File: config.mk
export PLATFORM = sky130hd
export DESIGN_NAME = serial_rx_core
export DESIGN_NICKNAME = d
export VERILOG_FILES = /design/src/rtl/srx_pkg.sv /design/src/rtl/srx_sync.sv /design/src/rtl/srx_sampler.sv /design/src/rtl/srx_frame.sv /design/src/rtl/srx_status.sv /design/src/rtl/serial_rx_core.sv
export SDC_FILE = /design/constraint.sdc
export NUM_CORES = 1
export LEC_CHECK = 0
export ABC_AREA = 1
export CORE_UTILIZATION = 61
export CTS_CLUSTER_SIZE = 25
export DETAILED_ROUTE_END_ITERATION = 10
export GPL_TIMING_DRIVEN = 0
export PLACE_DENSITY = 0.84
export SLEW_MARGIN = 20
export SYNTH_ARGS = -nofsm -noshare
export SYNTH_HDL_FRONTEND = slang
export SYNTH_HIERARCHICAL = 1
export SYNTH_SLANG_ARGS = --single-unit
export TNS_END_PERCENT = 1
File: constraint.sdc
create_clock -name clk -period 6.6 [get_ports clk]
set_input_delay 1.32 -clock clk [delete_from_list [all_inputs] [get_ports clk]]
set_output_delay 1.32 -clock clk [all_outputs]
set_load 0.02 [all_outputs]
File: src/rtl/srx_pkg.sv
package srx_pkg;

   typedef enum logic [1:0] {
      FS_IDLE,
      FS_DATA,
      FS_PAR,
      FS_STOP
   } frame_state_e;

   localparam logic [2:0] PM_EVEN = 3'd0;
   localparam logic [2:0] PM_ODD  = 3'd1;
   localparam logic [2:0] PM_ZERO = 3'd2;

   // parity bit present for modes 0..3
   function automatic logic parity_on(input logic [2:0] mode);
      return mode < 3'd4;
   endfunction

   // expected parity bit given the XOR of the received data bits
   function automatic logic parity_want(input logic [2:0] mode, input logic ones_odd);
      case (mode)
         PM_EVEN: return ones_odd;
         PM_ODD:  return ~ones_odd;
         PM_ZERO: return 1'b0;
         default: return 1'b1;
      endcase
   endfunction

endpackage

File: src/rtl/srx_sync.sv
module srx_sync #(
   parameter int   STAGES   = 2,
   parameter logic IDLE_VAL = 1'b1
) (
   input  logic clk,
   input  logic rst_n,
   input  logic d,
   output logic q
);

   generate
      if (STAGES == 0) begin : g_bypass
         assign q = d;
      end else begin : g_chain
         logic [STAGES-1:0] r;
         always_ff @(posedge clk or negedge rst_n) begin
            if (!rst_n) begin
               r <= {STAGES{IDLE_VAL}};
            end else begin
               r[0] <= d;
               for (int i = 1; i < STAGES; i++) r[i] <= r[i-1];
            end
         end
         assign q = r[STAGES-1];
      end
   endgenerate

endmodule

File: src/rtl/srx_sampler.sv
module srx_sampler #(
   parameter int OVS = 16
) (
   input  logic clk,
   input  logic rst_n,
   input  logic sync_mode,
   input  logic line,
   input  logic sclk,
   input  logic tick,
   input  logic frame_end,
   output logic start_pulse,
   output logic bit_pulse
);

   localparam int CW   = $clog2(OVS);
   localparam int HALF = OVS / 2;

   logic          sclk_q;
   logic          in_frame;
   logic          hunting;
   logic          armed;
   logic [CW-1:0] cnt;
   logic          sclk_rise;

   assign sclk_rise = sclk & ~sclk_q;

   always_comb begin
      start_pulse = 1'b0;
      bit_pulse   = 1'b0;
      if (sync_mode) begin
         if (sclk_rise) begin
            if (in_frame)            bit_pulse   = 1'b1;
            else if (armed && !line) start_pulse = 1'b1;
         end
      end else if (tick) begin
         if (in_frame && cnt == CW'(OVS-1))                    bit_pulse   = 1'b1;
         else if (!in_frame && hunting && cnt == CW'(HALF-1) && !line) start_pulse = 1'b1;
      end
   end

   always_ff @(posedge clk or negedge rst_n) begin
      if (!rst_n) begin
         sclk_q   <= 1'b0;
         in_frame <= 1'b0;
         hunting  <= 1'b0;
         armed    <= 1'b0;
         cnt      <= '0;
      end else begin
         sclk_q <= sclk;
         if (frame_end) begin
            in_frame <= 1'b0;
            hunting  <= 1'b0;
            armed    <= 1'b0;
         end else if (start_pulse) begin
            in_frame <= 1'b1;
            hunting  <= 1'b0;
            cnt      <= '0;
         end else begin
            if (!in_frame && line) armed <= 1'b1;
            if (sync_mode) begin
               hunting <= 1'b0;
            end else if (tick) begin
               if (in_frame) begin
                  cnt <= (cnt == CW'(OVS-1)) ? '0 : cnt + 1'b1;
               end else if (hunting) begin
                  if (cnt == CW'(HALF-1)) hunting <= 1'b0;
                  else                    cnt     <= cnt + 1'b1;
               end else if (armed && !line) begin
                  hunting <= 1'b1;
                  cnt     <= '0;
               end
            end
         end
      end
   end

endmodule

File: src/rtl/srx_frame.sv
module srx_frame
   import srx_pkg::*;
#(
   parameter int MAX_BITS = 8,
   parameter int MIN_BITS = 5,
   parameter int CFG_W    = 2
) (
   input  logic                clk,
   input  logic                rst_n,
   input  logic                start_pulse,
   input  logic                bit_pulse,
   input  logic                line,
   input  logic [CFG_W-1:0]    nbits_cfg,
   input  logic [2:0]          par_mode,
   output logic                frame_end,
   output logic                char_done,
   output logic [MAX_BITS-1:0] char_data,
   output logic                char_par_bad,
   output logic                char_frm_bad
);

   localparam int IDX_W = $clog2(MAX_BITS);

   frame_state_e        state;
   logic [IDX_W-1:0]    idx;
   logic [IDX_W-1:0]    last_idx;
   logic [MAX_BITS-1:0] shreg;
   logic                par_bit;

   assign last_idx  = IDX_W'(MIN_BITS-1) + IDX_W'(nbits_cfg);
   assign frame_end = (state == FS_STOP) && bit_pulse;

   always_ff @(posedge clk or negedge rst_n) begin
      if (!rst_n) begin
         state        <= FS_IDLE;
         idx          <= '0;
         shreg        <= '0;
         par_bit      <= 1'b0;
         char_done    <= 1'b0;
         char_data    <= '0;
         char_par_bad <= 1'b0;
         char_frm_bad <= 1'b0;
      end else begin
         char_done <= 1'b0;
         case (state)
            FS_IDLE: begin
               if (start_pulse) begin
                  state <= FS_DATA;
                  idx   <= '0;
                  shreg <= '0;
               end
            end
            FS_DATA: begin
               if (bit_pulse) begin
                  shreg[idx] <= line;
                  if (idx == last_idx) state <= parity_on(par_mode) ? FS_PAR : FS_STOP;
                  else                 idx   <= idx + 1'b1;
               end
            end
            FS_PAR: begin
               if (bit_pulse) begin
                  par_bit <= line;
                  state   <= FS_STOP;
               end
            end
            default: begin
               if (bit_pulse) begin
                  char_done    <= 1'b1;
                  char_data    <= shreg;
                  char_par_bad <= parity_on(par_mode) &&
                                  (par_bit != parity_want(par_mode, ^shreg));
                  char_frm_bad <= !line && (|shreg);
                  state        <= FS_IDLE;
               end
            end
         endcase
      end
   end

endmodule

File: src/rtl/srx_status.sv
module srx_status #(
   parameter int MAX_BITS = 8
) (
   input  logic                clk,
   input  logic                rst_n,
   input  logic                char_done,
   input  logic [MAX_BITS-1:0] char_data,
   input  logic                char_par_bad,
   input  logic                char_frm_bad,
   input  logic                rd_strobe,
   input  logic                clr_status,
   output logic [MAX_BITS-1:0] rx_data,
   output logic                rdy,
   output logic                ovr,
   output logic                par_err,
   output logic                frm_err
);

   always_ff @(posedge clk or negedge rst_n) begin
      if (!rst_n) begin
         rx_data <= '0;
         rdy     <= 1'b0;
         ovr     <= 1'b0;
         par_err <= 1'b0;
         frm_err <= 1'b0;
      end else begin
         if (char_done) begin
            rx_data <= char_data;
            rdy     <= 1'b1;
         end else if (rd_strobe) begin
            rdy <= 1'b0;
         end
         // a new error in the same cycle as a clear wins
         ovr     <= (ovr     && !clr_status) || (char_done && rdy && !rd_strobe);
         par_err <= (par_err && !clr_status) || (char_done && char_par_bad);
         frm_err <= (frm_err && !clr_status) || (char_done && char_frm_bad);
      end
   end

endmodule

File: src/rtl/serial_rx_core.sv
module serial_rx_core #(
   parameter  int OVS         = 16,
   parameter  int SYNC_STAGES = 2,
   parameter  int MAX_BITS    = 8,
   parameter  int MIN_BITS    = 5,
   localparam int CFG_W       = 2
) (
   input  logic                clk,
   input  logic                rst_n,
   input  logic                sync_mode,
   input  logic                sclk,
   input  logic                tick,
   input  logic                rxd,
   input  logic [CFG_W-1:0]    data_bits_cfg,
   input  logic [2:0]          parity_mode,
   input  logic                rd_strobe,
   input  logic                clr_status,
   output logic [MAX_BITS-1:0] rx_data,
   output logic                rdy,
   output logic                ovr,
   output logic                par_err,
   output logic                frm_err
);

   generate
      if (OVS < 4 || (OVS % 2) != 0) begin : g_bad_ovs
         $error("OVS must be even and at least 4");
      end
      if (SYNC_STAGES < 0 || SYNC_STAGES > 4) begin : g_bad_sync
         $error("SYNC_STAGES must be within 0..4");
      end
      if (MIN_BITS < 1 || MAX_BITS < MIN_BITS || (MAX_BITS - MIN_BITS) > 3) begin : g_bad_bits
         $error("data bit range must span 1..4 values");
      end
   endgenerate

   logic                line_s;
   logic                sclk_s;
   logic                start_pulse;
   logic                bit_pulse;
   logic                frame_end;
   logic                char_done;
   logic [MAX_BITS-1:0] char_data;
   logic                char_par_bad;
   logic                char_frm_bad;

   srx_sync #(.STAGES(SYNC_STAGES), .IDLE_VAL(1'b1)) u_sync_rxd (
      .clk(clk), .rst_n(rst_n), .d(rxd), .q(line_s)
   );

   srx_sync #(.STAGES(SYNC_STAGES), .IDLE_VAL(1'b0)) u_sync_sclk (
      .clk(clk), .rst_n(rst_n), .d(sclk), .q(sclk_s)
   );

   srx_sampler #(.OVS(OVS)) u_sampler (
      .clk         (clk),
      .rst_n       (rst_n),
      .sync_mode   (sync_mode),
      .line        (line_s),
      .sclk        (sclk_s),
      .tick        (tick),
      .frame_end   (frame_end),
      .start_pulse (start_pulse),
      .bit_pulse   (bit_pulse)
   );

   srx_frame #(.MAX_BITS(MAX_BITS), .MIN_BITS(MIN_BITS), .CFG_W(CFG_W)) u_frame (
      .clk          (clk),
      .rst_n        (rst_n),
      .start_pulse  (start_pulse),
      .bit_pulse    (bit_pulse),
      .line         (line_s),
      .nbits_cfg    (data_bits_cfg),
      .par_mode     (parity_mode),
      .frame_end    (frame_end),
      .char_done    (char_done),
      .char_data    (char_data),
      .char_par_bad (char_par_bad),
      .char_frm_bad (char_frm_bad)
   );

   srx_status #(.MAX_BITS(MAX_BITS)) u_status (
      .clk          (clk),
      .rst_n        (rst_n),
      .char_done    (char_done),
      .char_data    (char_data),
      .char_par_bad (char_par_bad),
      .char_frm_bad (char_frm_bad),
      .rd_strobe    (rd_strobe),
      .clr_status   (clr_status),
      .rx_data      (rx_data),
      .rdy          (rdy),
      .ovr          (ovr),
      .par_err      (par_err),
      .frm_err      (frm_err)
   );

endmodule

==> results of run 1 <==
where the power goes:
part / switching [mW] / internal, mW
Clock: 0.101 / 0.113
Combinational: 0.225 / 0.147
Sequential: 0.0512 / 0.360
through the flow:
stage | cell area [sq um] | power, mW
3_5_place_dp | 2948 | 0.7882
5_1_grt | 3063 | 1.086
2_1_floorplan | 2630 | 0.6948
6_report | 3063 | 0.9974
4_1_cts | 3063 | 1.004
3_3_place_gp | 2933 | 0.7716
cells in the mapped netlist:
cell / number
nand2_1: 93
dfrtp_1: 47
inv_1: 36
nor2_1: 29
a21oi_1: 22
nand3_1: 18
nand2_2: 11
ha_1: 10
o21ai_0: 10
inv_2: 6
o21ai_1: 5
nand2_4: 4
nand4_1: 4
buf_2: 3
a31oi_1: 2
clkbuf_1: 2
dfstp_2: 2
nand3_4: 2
nor2_4: 2
nor3_1: 2
a21oi_4: 1
a31o_2: 1
buf_6: 1
buf_8: 1
nand4_4: 1
nor2_2: 1
nor3_4: 1
o21ai_2: 1
o21ai_4: 1
or2_2: 1
xnor2_1: 1
xor2_1: 1
path summary, 6_finish.rpt:
path                            slack [ps]  cells after the start                 endpoint
worst max-delay path                  3200                     13         u_sampler/cnt[3]
worst min-delay path                   360                      0  u_sync_rxd/g_chain.r[1]
worst max register to register        4050                     14         u_sampler/cnt[3]
worst min register to register         360                      0  u_sync_rxd/g_chain.r[1]
max in group asynchronous             5180                      2         u_frame/shreg[7]
min in group asynchronous              920                      1         u_sampler/cnt[0]
state kept, by name, summed over array words and instances (netlist names), 2 cells and up:
signal,count
u_frame/state,2
u_frame/shreg,8
u_sync_sclk/g_chain.r,2
u_sampler/cnt,4
u_sync_rxd/g_chain.r,2
u_status/rx_data,8
u_frame/idx,3
u_frame/char_data,8
metal layers:
layer / track usage / vias to the layer above / wire [um]
li1: - / 1086 / -
met1: 0.3044 / 956 / 2124
met2: 0.4208 / 41 / 2269
met3: 0.05405 / 6 / 165
met4: 0.09840 / 0 / 59
met5: 0 / - / 0
cell families (layout without fill, tap and decap cells):
group / count (synthesis) / after routing / synth area share
AND/OR/NAND/NOR: 169 / 169 / 0.3059
adder cells (fa/ha/maj): 10 / 10 / 0.04757
flip-flops: 49 / 49 / 0.4672
buffers and inverters: 49 / 82 / 0.07849
AO/OA/AOI/OAI: 43 / 43 / 0.09420
XOR/XNOR: 2 / 2 / 0.006662
area by class of cell:
type                    instances  area, sq um  area share
flip-flops and latches         49         1229      0.4011
multi-input cells             224         1195      0.3901
repair buffers                 25        255.2     0.08333
inverters                      42        157.7     0.05147
clock buffers                   5        68.82     0.02247
well taps                      50        62.56     0.02042
plain buffers                   7        48.80     0.01593
clock inverters                 3        46.29     0.01511
==> results_dict.tcl, run 1 <==
set metrics [dict create \
    run_status "finished clean" \
    overall_die_width_um 67.66 \
    finalMaxSlewViolations 0 \
    p_leak_nw 1.520 \
    most-common-layout-cells "nand2_1, dfrtp_1, inv_1" \
    post_route_insts_no_fill 405 \
    cell_chain_of_the_critical_path "clkdlybuf4s50_1 > inv_2 > nand3_1 > nand2_1 > nand2_1 > clkbuf_1 > inv_2 > inv_1 > o21ai_0 > nor2_4 > nand2_4 > nand2_1 > nand2_1" \
    hp-start "u_sync_rxd/g_chain.r[0]" \
    design.final.nets 377 \
    drv_cap 0 \
    avgSynthCellArea_sq_um 8.168 \
    start_util 0.6482 \
    mapped_cell_area_sq_mm 0.002630 \
    placement_stage_worst_setup_slack_ps 2903 \
    slew_headroom 0.7059 \
    crit_path_frequent_cell "nand2_1" \
    max_clock_freq_mhz 294.0 \
    aggregate_global_route_resource_usage 0.2483 \
    numClockSinks 49 \
    wl_per_cell_um 11.40 \
    worstPathArrival_ps 3600 \
    worstSetupStartpoint "sync_mode" \
    cts_resized 0 \
    top_level_ports 25 \
    syn_nets 345 \
    number_of_antenna_violations_at_the_first_check_in_global_routing 0 \
    power-per-cell-area_mw_per_mm2 325.6 \
    ys_warnings 6 \
    period_minus_slack_ps 3402 \
    clk_pin_slew_ps 90 \
    vias 2089 \
    tritoncts "done" \
    max_slew.worst_pin.slew_ps 441.2 \
    routed_wirelength_um 4618 \
    placeableCoreArea_sq_mm 0.004058 \
    worstPathBufferInverterCount 5 \
    fin_hold_ws_ps 362.7 \
    worst_ir_drop_vdd_uv 210.1 \
    crit_slowest_cell "clkdlybuf4s50_1" \
    synth.largest_area_cell "dfrtp_1" \
    fillers 331 \
    cts_hold_buffers 0 \
    timing.setup.critical_path_class "in2reg" \
    critPathRequiredTime_ps 6790 \
    ys_ff_latch 49 \
    vias_per_cell 5.158 \
    rsz0062_at_grt "no" \
    critPathLaunchType "input pin" \
    detail_route.first_pass.iterations 4 \
    timing.critical_path.slowest_cell_delay_ps 620 \
    h-tree-depth 2 \
    detail_route.iter0.violations 173 \
    total_die_area_sq_mm 0.004578 \
    largest_net_degree_at_the_start_of_global_routing 36 \
    first_global_vias 1991 \
    mostFrequentLayoutCell "nand2_1" \
    hold_path_class "reg2reg" \
    synth_area_leaders "dfrtp_1, nand2_1, inv_1" \
    cp_top_family "buffers and inverters" \
    detailed_place_hpwl_um 3532 \
    tritoncts.num_buffers 5 \
    final_antenna_net_count 0 \
    synth.yosys.seq_area_share 0.4672 \
    diodes 0 \
    clock-root-buffer "clkbuf_8" \
    synth_cell_types 32 \
    area_growth_pct 16.46 \
    fin_util 0.7549 \
    finalCritPeriodShare 0.5154 \
    last_weighted_congestion_value_of_the_routability_driven_placer 0.8500 \
    finalHoldViolCount 0 \
    drc_errors 0 \
    worstSkewPairLatency_ps 300 \
    portBuffers 24 \
    postSynthCellCount 322 \
    cp-end-kind "flop" \
    r2r_start "u_sampler/cnt[0]" \
    placement_rows 23 \
    final.setup_skew_ps 11.67 \
    setup-tns-final_ps 0 \
    grt.overflow.total 0 \
    grt_first_pass_wirelength_um 8438 \
    timing.critical_path.fanout_max 10 \
    finalWorstSetupSlack_ps 3198 \
    vertical_die_dimension_um 67.66 \
    post_route_cells_drive_above_1_share 0.1408 \
    place.detailed.instances 397 \
    post_cts.repair.setup_buffers 0 \
    setup-violations-final 0 \
    max-clock-path-buffers 2 \
    yosysTopAreaCellShare 0.4472 \
]
Note: power is estimated with default switching activity, not from simulation.
==> run 2, diff against run 1 <==
- CORE_UTILIZATION: 61 -> 51
- PLACE_DENSITY: 0.84 -> 0.75
- clock period: 6.6 -> 2.9 ns (I/O delays scaled with it)
==> results_dict.tcl, run 2 (synthesized netlist as in run 1, its figures left out) <==
set metrics [dict create \
    period_minus_slack_ps 2654 \
    crit_path_frequent_cell "nand2_1" \
    detail_route.first_pass.iterations 4 \
    fin_area_sq_mm 0.003059 \
    cp-end-kind "flop" \
    area_growth_pct 16.32 \
    rsz0062_at_grt "no" \
    dpl_cell_area_sq_mm 0.002969 \
    cts_resized 0 \
    worstPathBufferInverterCount 5 \
    placement_rows 25 \
    timing.critical_path.fanout_max 10 \
    clock-root-buffer "clkbuf_8" \
    detailed_place_hpwl_um 3447 \
    worstSetupStartpoint "sync_mode" \
    critPathLaunchType "input pin" \
    top_regs "u_frame/char_data: 8 flops, u_frame/shreg: 8 flops, u_status/rx_data: 8 flops" \
    hold_path_class "in2async" \
    worst_r2r_path_depth 14 \
    drc_errors 0 \
    crit_slowest_cell "clkdlybuf4s50_1" \
    max_slew.worst_pin.slew_ps 539.7 \
    finalHoldViolCount 0 \
    tritoncts "done" \
    cp_top_family "buffers and inverters" \
    timing.critical_path.slowest_cell_delay_ps 620 \
    grtUsageMet1 0.2496 \
    last_weighted_congestion_value_of_the_routability_driven_placer 0.8273 \
    max-clock-path-buffers 2 \
    drv_cap 0 \
    top_level_ports 25 \
    max_clock_freq_mhz 376.8 \
    overall_die_width_um 73.81 \
    diodes 0 \
    slew_headroom 0.6402 \
    post_route_cells_drive_above_1_share 0.1352 \
    numClockSinks 49 \
    final.setup_skew_ps 8.430 \
    vias_per_cell 4.860 \
    routed_wirelength_um 4483 \
    grt_first_pass_wirelength_um 7955 \
    critPathRequiredTime_ps 3090 \
    finalCritPeriodShare 0.9151 \
    largest_net_degree_at_the_start_of_global_routing 26 \
    start_util 0.5425 \
    finalMaxSlewViolations 0 \
    post_cts.repair.setup_buffers 0 \
    fillers 454 \
    worstSkewPairLatency_ps 290 \
    portBuffers 24 \
    aggregate_global_route_resource_usage 0.1925 \
    first_global_vias 1860 \
    number_of_antenna_violations_at_the_first_check_in_global_routing 0 \
    critical_path_cell_count 13 \
    p_leak_nw 1.511 \
    vertical_die_dimension_um 73.81 \
    power-per-cell-area_mw_per_mm2 709.1 \
    r2r_start "u_sampler/cnt[0]" \
    tritoncts.num_buffers 5 \
    grtUsageMet3 0.04252 \
    total_die_area_sq_mm 0.005448 \
    total_power_mw 2.169 \
    groute.layer.met2.usage 0.3119 \
    grt_most_used_layer "met2" \
    worst_ir_drop_vdd_uv 418.0 \
    fin_util 0.6310 \
    timing.setup.critical_path_class "in2reg" \
    final_antenna_net_count 0 \
    design.final.nets 377 \
    run_status "finished clean" \
    setup-violations-final 0 \
    mostFrequentLayoutCell "nand2_1" \
    grt.overflow.total 0 \
    cell_chain_of_the_critical_path "clkdlybuf4s50_1 > inv_2 > nand3_1 > nand2_1 > nand2_1 > clkbuf_1 > inv_2 > inv_1 > o21ai_0 > nor2_4 > nand2_4 > nand2_1 > nand2_1" \
    wl_per_cell_um 10.62 \
    setup.reg_to_reg.worst_slack_ps 400 \
    detail_route.iter0.violations 117 \
    vias 2051 \
    h-tree-depth 2 \
    clk_pin_slew_ps 80 \
    cts_hold_buffers 0 \
    worstPathArrival_ps 2840 \
    most-common-layout-cells "nand2_1, dfrtp_1, inv_1" \
    placeableCoreArea_sq_mm 0.004848 \
]
==> run 2: where the power goes <==
part | total, mW | switching (mW) | leakage, nW | internal [mW]
combinational | 0.841 | 0.507 | 0.819 | 0.334
clock | 0.397 | 0.203 | 0.0455 | 0.195
sequential | 0.931 | 0.111 | 0.646 | 0.821
==> run 2: area by class of cell <==
cell class | count | area [sq um] | area share
Sequential cell | 49 | 1229 | 0.4016
Timing Repair Buffer | 25 | 255.2 | 0.08344
Tap cell | 67 | 83.83 | 0.02740
Multi-Input combinational cell | 224 | 1195 | 0.3906
Clock buffer | 8 | 90.09 | 0.02945
Buffer | 7 | 48.80 | 0.01595
Inverter | 42 | 157.7 | 0.05153
==> run 2: final timing paths <==
kind,to
max,u_sampler/cnt[3]
min,u_status/rx_data[1]
max in group asynchronous,u_sync_rxd/g_chain.r[0]
min reg2reg,u_sync_sclk/g_chain.r[1]
max reg2reg,u_sampler/cnt[3]
min in group clk,u_sync_sclk/g_chain.r[1]
==> run 2: per-layer routing <==
metal  up-vias  wire [um]
met3         2        165
li1       1080          -
met1       929       2127
met4         0         36
met2        40       2154
met5         -          0
==> run 2: through the flow <==
| stage | setup WS (ps) | hold WS [ps] | instances | TNS, ps |
|---|---|---|---|---|
| final | 246.1 | 259.6 | 422 | 0 |
| after global placement | -84.85 | 336.0 | 413 | -4047 |
| after detailed placement | -53.84 | 335.5 | 414 | -168.2 |
| after CTS | 255.7 | 271.1 | 422 | 0 |
| after floorplan | 773.4 | 284.4 | 322 | 0 |
| after global routing | 72.09 | 295.1 | 422 | 0 |
==> run 3, diff against run 2 <==
- CORE_UTILIZATION: 51 -> 57
- DONT_BUFFER_PORTS: unset -> 1
==> results_dict.tcl, run 3 (synthesized netlist as in run 1, its figures left out) <==
set metrics [dict create \
    number_of_antenna_violations_at_the_first_check_in_global_routing 0 \
    final.setup_skew_ps 8.251 \
    finalMaxSlewViolations 0 \
    portBuffers 0 \
    tritoncts "done" \
    overall_die_width_um 69.93 \
    final_antenna_net_count 0 \
    drv_cap 0 \
    worstPathArrival_ps 2770 \
    post_route_cells_drive_above_1_share 0.1480 \
    setup.reg_to_reg.worst_slack_ps 330 \
    total_switching_power_uw 830.9 \
    numClockSinks 49 \
    start_util 0.5999 \
    clk_pin_slew_ps 90 \
    critPathLaunchType "flop" \
    max_clock_freq_mhz 389.3 \
    area_growth_pct 7.802 \
    detailed_place_hpwl_um 3253 \
    rsz0062_at_grt "no" \
    setup-tns-final_ps 0 \
    vertical_die_dimension_um 69.93 \
    total_die_area_sq_mm 0.004890 \
    placement_rows 24 \
    detail_route.iter0.violations 115 \
    total_power_mw 2.204 \
    period_minus_slack_ps 2568 \
    fin_area_sq_mm 0.002835 \
    drc_errors 0 \
    vias 1972 \
    sequential_group_share_of_total_power 0.435 \
    p_leak_nw 1.440 \
    worst_r2r_path_depth 14 \
    setup-violations-final 0 \
    grt_first_pass_wirelength_um 8010 \
    detail_route.first_pass.iterations 4 \
    internal_power_mw 1.373 \
    post_cts.repair.setup_buffers 0 \
    max_slew.worst_pin.slew_ps 450.9 \
    cts_resized 0 \
    finalCritPeriodShare 0.8857 \
    placeableCoreArea_sq_mm 0.004384 \
    top_regs "u_frame/char_data: 8 flops, u_frame/shreg: 8 flops, u_status/rx_data: 8 flops" \
    mostFrequentLayoutCell "nand2_1" \
    slew_headroom 0.6994 \
    last_weighted_congestion_value_of_the_routability_driven_placer 0.8478 \
    fin_util 0.6467 \
    dpl_cell_area_sq_mm 0.002695 \
    tritoncts.num_buffers 5 \
    design.final.nets 353 \
    timing.setup.critical_path_class "reg2reg" \
    max-clock-path-buffers 2 \
    power.clock.fraction 0.220 \
    clock-root-buffer "clkbuf_8" \
    run_status "finished clean" \
    top_level_ports 25 \
    finalHoldViolCount 0 \
    rr_endpoint "u_sampler/cnt[0]" \
    aggregate_global_route_resource_usage 0.2066 \
    first_global_vias 1920 \
    critPathRequiredTime_ps 3100 \
    h-tree-depth 2 \
    worst_ir_drop_vdd_uv 581.9 \
    largest_net_degree_at_the_start_of_global_routing 48 \
    hold_path_class "in2async" \
    timing.critical_path.fanout_max 10 \
    r2r_start "u_sampler/cnt[0]" \
    wl_per_cell_um 11.51 \
    diodes 0 \
    grt.overflow.total 0 \
    swShare 0.3771 \
    worstSkewPairLatency_ps 300 \
    most-common-layout-cells "nand2_1, dfrtp_1, inv_1" \
    vias_per_cell 5.149 \
    routed_wirelength_um 4409 \
    power-per-cell-area_mw_per_mm2 777.2 \
    cp-end-kind "flop" \
    pwr-share-comb 0.345 \
]
-- run 3: changes by cell type in the layout (fill, tap and decap cells not counted), sizes merged --
cell / before / now
inv: 42 / 43
buf: 7 / 6
clkdlybuf4s50: 23 / 0
clkinv: 0 / 1
bufinv: 0 / 1
clkbuf: 10 / 7
-- run 3: repair_timing --
item	CTS	global route
hold buffers	1	0
endpoints found under the setup margin	0	0
endpoints found under the hold margin	47	0
-- run 3: how the worst max path moves through the flow --
stage	from	endpoint	slack, ps
after detailed placement	u_sampler/cnt[0]	u_sampler/cnt[0]	400
final	u_sampler/cnt[0]	u_sampler/cnt[0]	330
after global routing	u_sampler/cnt[0]	u_sampler/cnt[0]	100
after global placement	u_sampler/cnt[0]	u_sampler/cnt[2]	440
after floorplan	u_sampler/cnt[0]	u_sampler/cnt[2]	770
after CTS	u_sampler/cnt[0]	u_sampler/cnt[0]	360
-- run 3: area by class of cell --
cell class	count	area (sq um)
clock buffer	5	68.82
fill	380	1549
buffer	7	48.80
inverter	42	157.7
timing repair buffer	1	27.53
tap	52	65.06
multi-input combinational	224	1195
clock inverter	3	43.79
sequential	49	1229
-- run 3: per-stage QoR --
step	instances	worst slack, ps	hold WS, ps
5_1_grt	383	97.63	88.32
4_1_cts	383	363.4	98.75
3_5_place_dp	374	396.1	285.7
2_1_floorplan	322	773.4	284.4
3_3_place_gp	374	436.3	285.4
6_report	383	331.6	107.2
-- run 3: worst max-delay path, stage by stage, from the launching register on --
cell and delay [ps]:
dfrtp_1 440, ha_1 260, nand2_2 150, nor2_1 90
nand3_1 70, nand2_1 130, nand2_1 120, clkbuf_1 370
inv_2 150, inv_1 120, o21ai_0 150, nor2_4 210
nand2_4 80, nand2_1 60, nand2_1 50
-- run 3: layer usage --
metal | global-route usage | share of wire
met3 | 0.04040 | 0.032
met1 | 0.2644 | 0.49
met4 | 0.07778 | 0.014
met5 | 0 | 0
met2 | 0.3472 | 0.47
-- run 3: power by group through the flow --
stage	registers, mW	clock network (mW)	logic [mW]
2_1_floorplan	0.941	0	0.640
3_3_place_gp	0.964	0	0.732
3_5_place_dp	0.969	0	0.746
4_1_cts	0.957	0.499	0.770
5_1_grt	0.979	0.524	0.876
6_report	0.958	0.485	0.760
